===== src/rtl/cmos_clock_pkg.sv =====
package cmos_clock_pkg;
  localparam int REG_BITS   = 8;
  localparam int IDX_W      = 4;
  localparam int NUM_BYTES  = 10;
  localparam int IDX_STAT_A = 10;
  localparam int IDX_STAT_B = 11;
  localparam int IDX_STAT_C = 12;
  localparam int IDX_STAT_D = 13;
  localparam int IDX_MAX    = IDX_STAT_D;

  localparam logic [REG_BITS-1:0] A_UIP_MASK  = 8'h80;
  localparam logic [REG_BITS-1:0] A_DEFAULT   = 8'h26;
  localparam logic [REG_BITS-1:0] B_DEFAULT   = 8'h46;
  localparam logic [REG_BITS-1:0] B_FREE_MASK = 8'h48;
  localparam logic [REG_BITS-1:0] B_REQUIRED  = 8'h06;
  localparam int                  B_PIE_BIT   = 6;

  function automatic logic [REG_BITS-1:0] year_code(input int year, input bit as_bcd);
    int yy;
    yy = year % 100;
    if (as_bcd) year_code = {4'(yy / 10), 4'(yy % 10)};
    else        year_code = REG_BITS'(year - 1900);
  endfunction
endpackage


===== src/rtl/cmos_byte_store.sv =====
module cmos_byte_store #(
  parameter int DATA_W = 8,
  parameter int DEPTH  = 10,
  parameter int ADDR_W = 4,
  parameter logic [DEPTH*DATA_W-1:0] INIT_IMG = '0
) (
  input  logic              clk,
  input  logic              rst,
  input  logic              we,
  input  logic              re,
  input  logic [ADDR_W-1:0] addr,
  input  logic [DATA_W-1:0] wdata,
  output logic [DATA_W-1:0] rdata
);
  logic [DATA_W-1:0] mem [DEPTH];

  always_ff @(posedge clk) begin
    if (rst) begin
      for (int i = 0; i < DEPTH; i++) mem[i] <= INIT_IMG[i*DATA_W +: DATA_W];
      rdata <= '0;
    end else begin
      if (we) mem[addr] <= wdata;
      if (re) rdata <= mem[addr];
    end
  end
endmodule


===== src/rtl/cmos_status_ctl.sv =====
module cmos_status_ctl
  import cmos_clock_pkg::*;
#(
  parameter int DATA_W = 8
) (
  input  logic              clk,
  input  logic              rst,
  input  logic              we,
  input  logic              re,
  input  logic [IDX_W-1:0]  sel,
  input  logic [DATA_W-1:0] wdata,
  output logic              reject,
  output logic [DATA_W-1:0] reg_a,
  output logic [DATA_W-1:0] reg_b,
  output logic [DATA_W-1:0] stat_q
);
  logic a_ok, b_ok;

  assign a_ok = (wdata == DATA_W'(A_DEFAULT));
  assign b_ok = ((wdata & ~DATA_W'(B_FREE_MASK)) == DATA_W'(B_REQUIRED));

  always_comb begin
    case (sel)
      IDX_W'(IDX_STAT_A): reject = !a_ok;
      IDX_W'(IDX_STAT_B): reject = !b_ok;
      default:            reject = 1'b1;
    endcase
  end

  always_ff @(posedge clk) begin
    if (rst) begin
      reg_a  <= DATA_W'(A_DEFAULT);
      reg_b  <= DATA_W'(B_DEFAULT);
      stat_q <= '0;
    end else begin
      if (we && sel == IDX_W'(IDX_STAT_A) && a_ok) reg_a <= wdata;
      else if (re && sel == IDX_W'(IDX_STAT_A))    reg_a <= reg_a ^ DATA_W'(A_UIP_MASK);
      if (we && sel == IDX_W'(IDX_STAT_B) && b_ok) reg_b <= wdata;
      if (re) begin
        case (sel)
          IDX_W'(IDX_STAT_A): stat_q <= reg_a ^ DATA_W'(A_UIP_MASK);
          IDX_W'(IDX_STAT_B): stat_q <= reg_b;
          default:            stat_q <= '0;
        endcase
      end
    end
  end
endmodule


===== src/rtl/cmos_tick_gen.sv =====
module cmos_tick_gen #(
  parameter int TICK_CYCLES = 8
) (
  input  logic clk,
  input  logic rst,
  input  logic run,
  output logic pulse
);
  localparam int CNT_W = (TICK_CYCLES > 2) ? $clog2(TICK_CYCLES) : 1;
  localparam logic [CNT_W-1:0] LAST = CNT_W'(TICK_CYCLES - 1);

  logic [CNT_W-1:0] cnt;

  always_ff @(posedge clk) begin
    if (rst || !run) begin
      cnt   <= '0;
      pulse <= 1'b0;
    end else if (cnt == LAST) begin
      cnt   <= '0;
      pulse <= 1'b1;
    end else begin
      cnt   <= cnt + 1'b1;
      pulse <= 1'b0;
    end
  end
endmodule


===== src/rtl/cmos_clock_regs.sv =====
module cmos_clock_regs
  import cmos_clock_pkg::*;
#(
  parameter int DATA_W      = 8,
  parameter int TICK_CYCLES = 8,
  parameter bit YEAR_BCD    = 1'b1,
  parameter int INIT_YEAR   = 2024,
  parameter int INIT_MONTH  = 3,
  parameter int INIT_MDAY   = 15,
  parameter int INIT_WDAY   = 6,
  parameter int INIT_HOUR   = 13,
  parameter int INIT_MIN    = 45,
  parameter int INIT_SEC    = 30
) (
  input  logic              clk,
  input  logic              rst,
  input  logic              idx_we,
  input  logic              dat_we,
  input  logic              dat_re,
  input  logic [DATA_W-1:0] wr_data,
  output logic [DATA_W-1:0] rd_data,
  output logic              rd_valid,
  output logic              err,
  output logic              irq
);
  localparam int IMG_W = NUM_BYTES * DATA_W;

  function automatic logic [IMG_W-1:0] build_img();
    logic [IMG_W-1:0] img;
    img = '0;
    img[0*DATA_W +: DATA_W] = DATA_W'(INIT_SEC);
    img[2*DATA_W +: DATA_W] = DATA_W'(INIT_MIN);
    img[4*DATA_W +: DATA_W] = DATA_W'(INIT_HOUR);
    img[6*DATA_W +: DATA_W] = DATA_W'(INIT_WDAY);
    img[7*DATA_W +: DATA_W] = DATA_W'(INIT_MDAY);
    img[8*DATA_W +: DATA_W] = DATA_W'(INIT_MONTH);
    img[9*DATA_W +: DATA_W] = DATA_W'(year_code(INIT_YEAR, YEAR_BCD));
    return img;
  endfunction

  localparam logic [IMG_W-1:0] INIT_IMG = build_img();

  logic [IDX_W-1:0]  idx_q;
  logic              idx_bad;
  logic              in_bytes;
  logic              from_store_q;
  logic              stat_reject;
  logic [DATA_W-1:0] store_q;
  logic [DATA_W-1:0] stat_q;
  logic [DATA_W-1:0] reg_a;
  logic [DATA_W-1:0] reg_b;

  assign idx_bad  = (wr_data > DATA_W'(IDX_MAX));
  assign in_bytes = (idx_q < IDX_W'(NUM_BYTES));

  always_ff @(posedge clk) begin
    if (rst) begin
      idx_q        <= '0;
      err          <= 1'b0;
      rd_valid     <= 1'b0;
      from_store_q <= 1'b0;
    end else begin
      if (idx_we && !idx_bad) idx_q <= wr_data[IDX_W-1:0];
      err      <= (idx_we && idx_bad) || (dat_we && !in_bytes && stat_reject);
      rd_valid <= dat_re;
      if (dat_re) from_store_q <= in_bytes;
    end
  end

  cmos_byte_store #(
    .DATA_W(DATA_W), .DEPTH(NUM_BYTES), .ADDR_W(IDX_W), .INIT_IMG(INIT_IMG)
  ) u_store (
    .clk(clk), .rst(rst),
    .we(dat_we && in_bytes), .re(dat_re && in_bytes),
    .addr(idx_q), .wdata(wr_data), .rdata(store_q)
  );

  cmos_status_ctl #(.DATA_W(DATA_W)) u_status (
    .clk(clk), .rst(rst),
    .we(dat_we && !in_bytes), .re(dat_re && !in_bytes),
    .sel(idx_q), .wdata(wr_data),
    .reject(stat_reject), .reg_a(reg_a), .reg_b(reg_b), .stat_q(stat_q)
  );

  cmos_tick_gen #(.TICK_CYCLES(TICK_CYCLES)) u_tick (
    .clk(clk), .rst(rst), .run(reg_b[B_PIE_BIT]), .pulse(irq)
  );

  assign rd_data = from_store_q ? store_q : stat_q;
endmodule


===== config.mk =====
export PLATFORM = sky130hd
export DESIGN_NAME = cmos_clock_regs
export DESIGN_NICKNAME = d
export VERILOG_FILES = /design/src/rtl/cmos_clock_pkg.sv /design/src/rtl/cmos_byte_store.sv /design/src/rtl/cmos_status_ctl.sv /design/src/rtl/cmos_tick_gen.sv /design/src/rtl/cmos_clock_regs.sv
export SDC_FILE = /design/constraint.sdc
export NUM_CORES = 1
export LEC_CHECK = 0
export BUFFER_PORTS_ARGS = -buffer_cell sky130_fd_sc_hd__buf_2
export CORE_MARGIN = 2
export CORE_UTILIZATION = 25
export DETAILED_ROUTE_END_ITERATION = 10
export PLACE_DENSITY = 0.46
export SYNTH_ARGS = -nofsm -noshare
export SYNTH_HDL_FRONTEND = slang
export SYNTH_SLANG_ARGS = --single-unit

===== constraint.sdc =====
create_clock -name clk -period 2.28 [get_ports clk]
set_input_delay 0.228 -clock clk [delete_from_list [all_inputs] [get_ports clk]]
set_output_delay 0.228 -clock clk [all_outputs]
set_load 0.05 [all_outputs]

# Word level (Yosys, flattened, before mapping)
# Memory sizes are Yosys's and may differ from the RTL's. A register that Yosys moved wholly into a read port is not among the register bits.
# Cells that the tools add are included.
# word_totals
register_bits	35
ram_bits	80
mem_count	1
# classes
n_addsub	1
magnitude_cmp	2
eq_ne	5
mux	14
n_bitwise	1
reduce_logical	22
# memory_table
name	words	word_bits	read_ports	rd_ports_with_merged_regs	wr	line_no	text
u_store.mem	10	8	1	1	10	cmos_byte_store.sv:15	logic [DATA_W-1:0] mem [DEPTH];
# op_table
op	n
2-to-1 mux 8 bit	4
one-hot mux 8 bit (2 select lines)	1
logical AND 1 bit	12
== test 4 bit, second input constant	2
== test 8 x 6 -> 1 bit, second input constant	1
> comparator 8 x 4 -> 1 bit, second input constant	1
OR reduction 8 bit	1
2-to-1 mux 1 bit	7
== test 6 x 3 -> 1 bit, second input constant	1
logical NOT 1 bit	5
< comparator 4 bit, second input constant	1
2-to-1 mux 4 bit	1
adder 3 x 1 -> 3 bit, second input constant	1
== test 3 bit, second input constant	1
logical OR 1 bit	2
one-hot mux 1 bit (2 select lines)	1
nonzero test 2 bit	1
OR reduction 2 bit	1
inverter 1 bit	1

# Depth between registers and ports, before layout
# depth
ltp_word	7
mapped_depth	7
ltp_nobuf	4

# Modules after synthesis
# From an unflattened synthesis, not the netlist that was laid out.
# hier_totals
hier_cells	573
hier_area_um2	7303.3
# by_module_without_submodules
module	n_inst	cells_per_inst	area_per_inst_um2	seq_area_each_um2
cmos_byte_store	1	433	5873.1	4003.8
cmos_status_ctl	1	84	865.8	480.5
cmos_clock_regs	1	46	410.4	140.1
cmos_tick_gen	1	10	153.9	80.1

# Worst setup path before layout
# No wires, ideal clock.
# synth_path
kind	reg2reg
start	register idx_q[0]
end	memory u_store.mem[6][0], enable pin
t_arrival_ns	1.480
path_slack_ns	0.465
path_stages_with_launch	7
n_path_buf	3
synth_period_minus_slack_ns	1.815
path_cell_list	dfxtp_1 buf_4 buf_4 buf_4 nor2_1 nand4_1 nand2b_1
# synth_lines
element	line_no	text
from (decl)	cmos_clock_regs.sv:43	logic [IDX_W-1:0] idx_q;
from (signal assigned)	cmos_clock_regs.sv:63	if (idx_we && !idx_bad) idx_q <= wr_data[IDX_W-1:0];
to (decl)	cmos_byte_store.sv:15	

==> flow_metrics.py <==
metrics = {
    "grt": {
        "gr-usage-met2_pct": 21.45,
        "grt_pass1_vias": 3691,
        "grt_max_degree": 41,
        "grt_use_met3_pct": 4.608,
        "busiest_layer": "met2",
        "grt_use_total_pct": 13.63,
        "globalRouteOverflowTotal": 0,
        "antenna_found_initial": 1,
        "grt_first_pass_wirelength_um": 22180,
        "met1_usage_pct": 17.69,
    },
    "worst_setup_path": {
        "regToRegEndpoint": "u_store.mem[4][2]$_SDFFCE_PN1P_",
        "critical_path.startpoint": "idx_q[1]$_SDFFE_PP0P_",
        "crit_fanout": 29,
        "r2r.worst_path.cells": 5,
        "crit_family": "simple AND/OR/NAND/NOR gates",
        "critPathArrivalTime_ns": 2.16,
        "path_cells": "buf_12, or2_2, a21oi_4, nor2b_1, nand2_1",
        "cp-start-kind": "flip-flop",
        "crit_type": "flip-flop to flip-flop",
        "critPathSlowestCell": "nor2b_1",
        "worst_ep_required_time_ns": 2.43,
        "reg2reg_from": "idx_q[1]$_SDFFE_PP0P_",
        "crit_path_end_kind": "flip-flop",
        "crit_buf_inv": 1,
        "max_stage_delay_ns": 0.47,
        "r2r_slack_ns": 0.26,
    },
    "logic_synthesis": {
        "synthDistinctLibCells": 54,
        "synth_edf_count": 80,
        "synthTopCellsByCount": "80 x edfxtp_1, 50 x nor2_1, 43 x dfxtp_1, 34 x and2_1, 31 x nand2_1",
        "synth_area_leaders": "edfxtp_1 44%, dfxtp_1 16%, mux4_2 5.0%, and2_1 3.9%, nor2_1 3.5%",
        "synth-async-reset-ratio_pct": 0,
        "synth.avg_cell_area_um2": 12.42,
        "syn_nets": 452,
        "synth.largest_area_cell": "edfxtp_1",
        "synth.most_common_cell": "edfxtp_1",
        "syn_inst": 437,
        "netlist_area_mm2": 0.005428,
        "ys_ff_latch": 123,
        "seq_area_frac_synth_pct": 60.12,
        "yosysTopAreaCellShare_pct": 44.26,
        "yosys_warnings": 0,
        "dominantRegCellSynth": "edfxtp_1",
    },
    "floorplanning": {
        "die-height_um": 151.3,
        "core_mm2": 0.02115,
        "io_pins": 24,
        "die_w_um": 151.3,
        "die_area_mm2": 0.02291,
        "rows": 53,
        "start_util_pct": 25.66,
    },
    "pwr": {
        "p_leak_nw": 2.337,
        "ir_drop_mv": 0.3902,
        "p_per_area_mw_per_mm2": 842.3,
    },
    "drt": {
        "vias": 3583,
        "finalWirelength_um": 14710,
        "final_antenna_net_count": 0,
        "wl_per_cell_um": 19.28,
        "vias_per_cell": 4.696,
        "drc": 0,
        "drt-initial-drc-count": 322,
        "first_pass_iters": 7,
    },
    "cts": {
        "clk_latency_ns": 0.42,
        "cts_max_level": 4,
        "postCtsSetupBuffers": 0,
        "clockBufferDepth": 2,
        "hold_buffers": 0,
        "cts_resized": 0,
        "cts_tree": "done",
        "clk_pin_slew_ns": 0.06,
        "cts.sinks": 123,
        "root_buffer": "clkbuf_16",
        "cts-buffers-inserted": 17,
    },
    "sta": {
        "post-route-min-period_ns": 2.015,
        "max_slew_margin_pct": 46.41,
        "max_freq_ghz": 0.4962,
        "skew_ns": 0.007729,
        "finalMaxSlewViolations": 0,
        "setup_viol": 0,
        "finalCritPeriodShare_pct": 88.39,
        "setup_tns_ns": 0,
        "tightest_slew_ns": 0.7965,
        "hold_viol": 0,
        "rsz0062_at_grt": "no",
    },
    "worst_hold_path": {
        "min_path_cells": 3,
        "hold_start": "idx_we",
        "worstHoldEndpoint": "err$_SDFF_PP0_",
        "hold_path.class": "input pin to flip-flop",
    },
    "layout": {
        "layout.nets": 490,
        "drive_above_1_share_pct": 25.61,
        "synthToLayoutAreaGrowth_pct": 20.70,
        "antenna_cells": 0,
        "final_cells": 763,
        "nFillCells": 2104,
    },
    "place": {
        "numPortBuffers": 23,
        "hpwlAfterDp_um": 10260,
        "gp_congestion": 0.8137,
        "place_inst": 731,
    },
    "flow_run": {
        "maxCapViolCount": 0,
    },
    "outcome": {
        "status": "finished, final reports clean",
    },
}
[area by class of cell]
| type | instances | area [um2] | share of cell area, % |
|---|---|---|---|
| Multi-Input combinational cell | 275 | 1974 | 30.14 |
| Inverter | 11 | 41.29 | 0.6303 |
| Tap cell | 275 | 344.1 | 5.252 |
| Sequential cell | 123 | 3263 | 49.81 |
| Timing Repair Buffer | 47 | 307.8 | 4.698 |
| Clock inverter | 6 | 42.54 | 0.6494 |
| Clock buffer | 26 | 578.1 | 8.824 |
[power by group]
part | internal [mW] | switching [mW] | leakage (nW) | total, mW
registers | 2.44 | 0.0343 | 1.11 | 2.48
logic | 0.101 | 0.211 | 0.917 | 0.312
clock network | 1.75 | 0.979 | 0.307 | 2.73
[logic make-up (layout without fill, tap and decap cells)]
logic type / count (synthesis) / after routing / share of synthesized area, %
flip-flops: 123 / 123 / 60.12
XOR/XNOR: 1 / 1 / 0.1614
adder cells (fa/ha/maj): 2 / 2 / 0.4610
buffers and inverters: 39 / 90 / 3.504
AO/OA/AOI/OAI: 51 / 51 / 7.031
AND/OR/NAND/NOR: 180 / 180 / 18.03
multiplexers: 41 / 41 / 10.70
[metal layers]
layer  part of all wire (%)  up-vias  wire (um)
met4                    1.0        0        152
li1                       -     1679          -
met2                     48      103       7041
met3                    6.4       13        948
met1                     45     1788       6571
met5                      0        -          0
[worst register-to-register path, stage by stage, from the launching register on]
cell and delay [ns]:
dfxtp_1 0.32, buf_12 0.17, or2_2 0.40, a21oi_4 0.26, nor2b_1 0.48, nand2_1 0.13
[cells in the final DEF, fill, tap and decap left out, types with 3 or more instances in the layout]
| cell | n |
|---|---|
| nand2b_1 | 15 |
| nand3_1 | 6 |
| buf_4 | 23 |
| o22ai_1 | 9 |
| mux4_2 | 12 |
| edfxtp_1 | 80 |
| nor3_1 | 6 |
| mux2i_1 | 13 |
| o21bai_1 | 5 |
| nand2_1 | 31 |
| dfxtp_1 | 43 |
| and2_1 | 34 |
| nor2_1 | 50 |
| clkbuf_8 | 3 |
| clkbuf_16 | 21 |
| a21oi_1 | 7 |
| buf_2 | 23 |
| mux2_2 | 16 |
| a222oi_1 | 8 |
| and2_2 | 4 |
| nor2b_1 | 7 |
| o21ai_0 | 5 |
| inv_1 | 11 |
| nor3b_1 | 3 |
| or2_2 | 5 |
| a221oi_1 | 5 |
| a31oi_1 | 3 |
[worst max-delay path by stage]
stage	end	depth (start not counted)
after floorplan	u_store.mem[6][0]$_SDFFCE_PN0P_	6
after global routing	u_store.mem[4][2]$_SDFFCE_PN1P_	4
after global placement	u_store.mem[4][2]$_SDFFCE_PN1P_	5
final	u_store.mem[4][2]$_SDFFCE_PN1P_	5
after detailed placement	u_store.mem[4][2]$_SDFFCE_PN1P_	5
after CTS	u_store.mem[4][2]$_SDFFCE_PN1P_	4
[flip-flops by register name (all words and copies together), names as in the netlist]
name / flops
u_store.rdata: 8
u_store.mem: 80
rd_valid: 1
idx_q: 4
u_tick.pulse: 1
u_status.reg_b: 8
u_tick.cnt: 3
u_status.reg_a: 8
u_status.stat_q: 8
from_store_q: 1
err: 1
[per-stage QoR]
stage	worst slack [ns]	power [mW]	hold WS (ns)	cell area [um2]	util, %
2_1_floorplan	0.4652	2.703	0.3459	5428	-
3_3_place_gp	0.2880	2.833	0.4086	5931	28.04
3_5_place_dp	0.2613	2.836	0.4221	5931	28.04
4_1_cts	0.2533	5.567	0.07770	6551	30.97
5_1_grt	0.1044	5.692	0.1098	6551	30.97
6_report	0.2647	5.518	0.09145	6551	30.97
No activity file was read; power rests on OpenSTA's default activity.
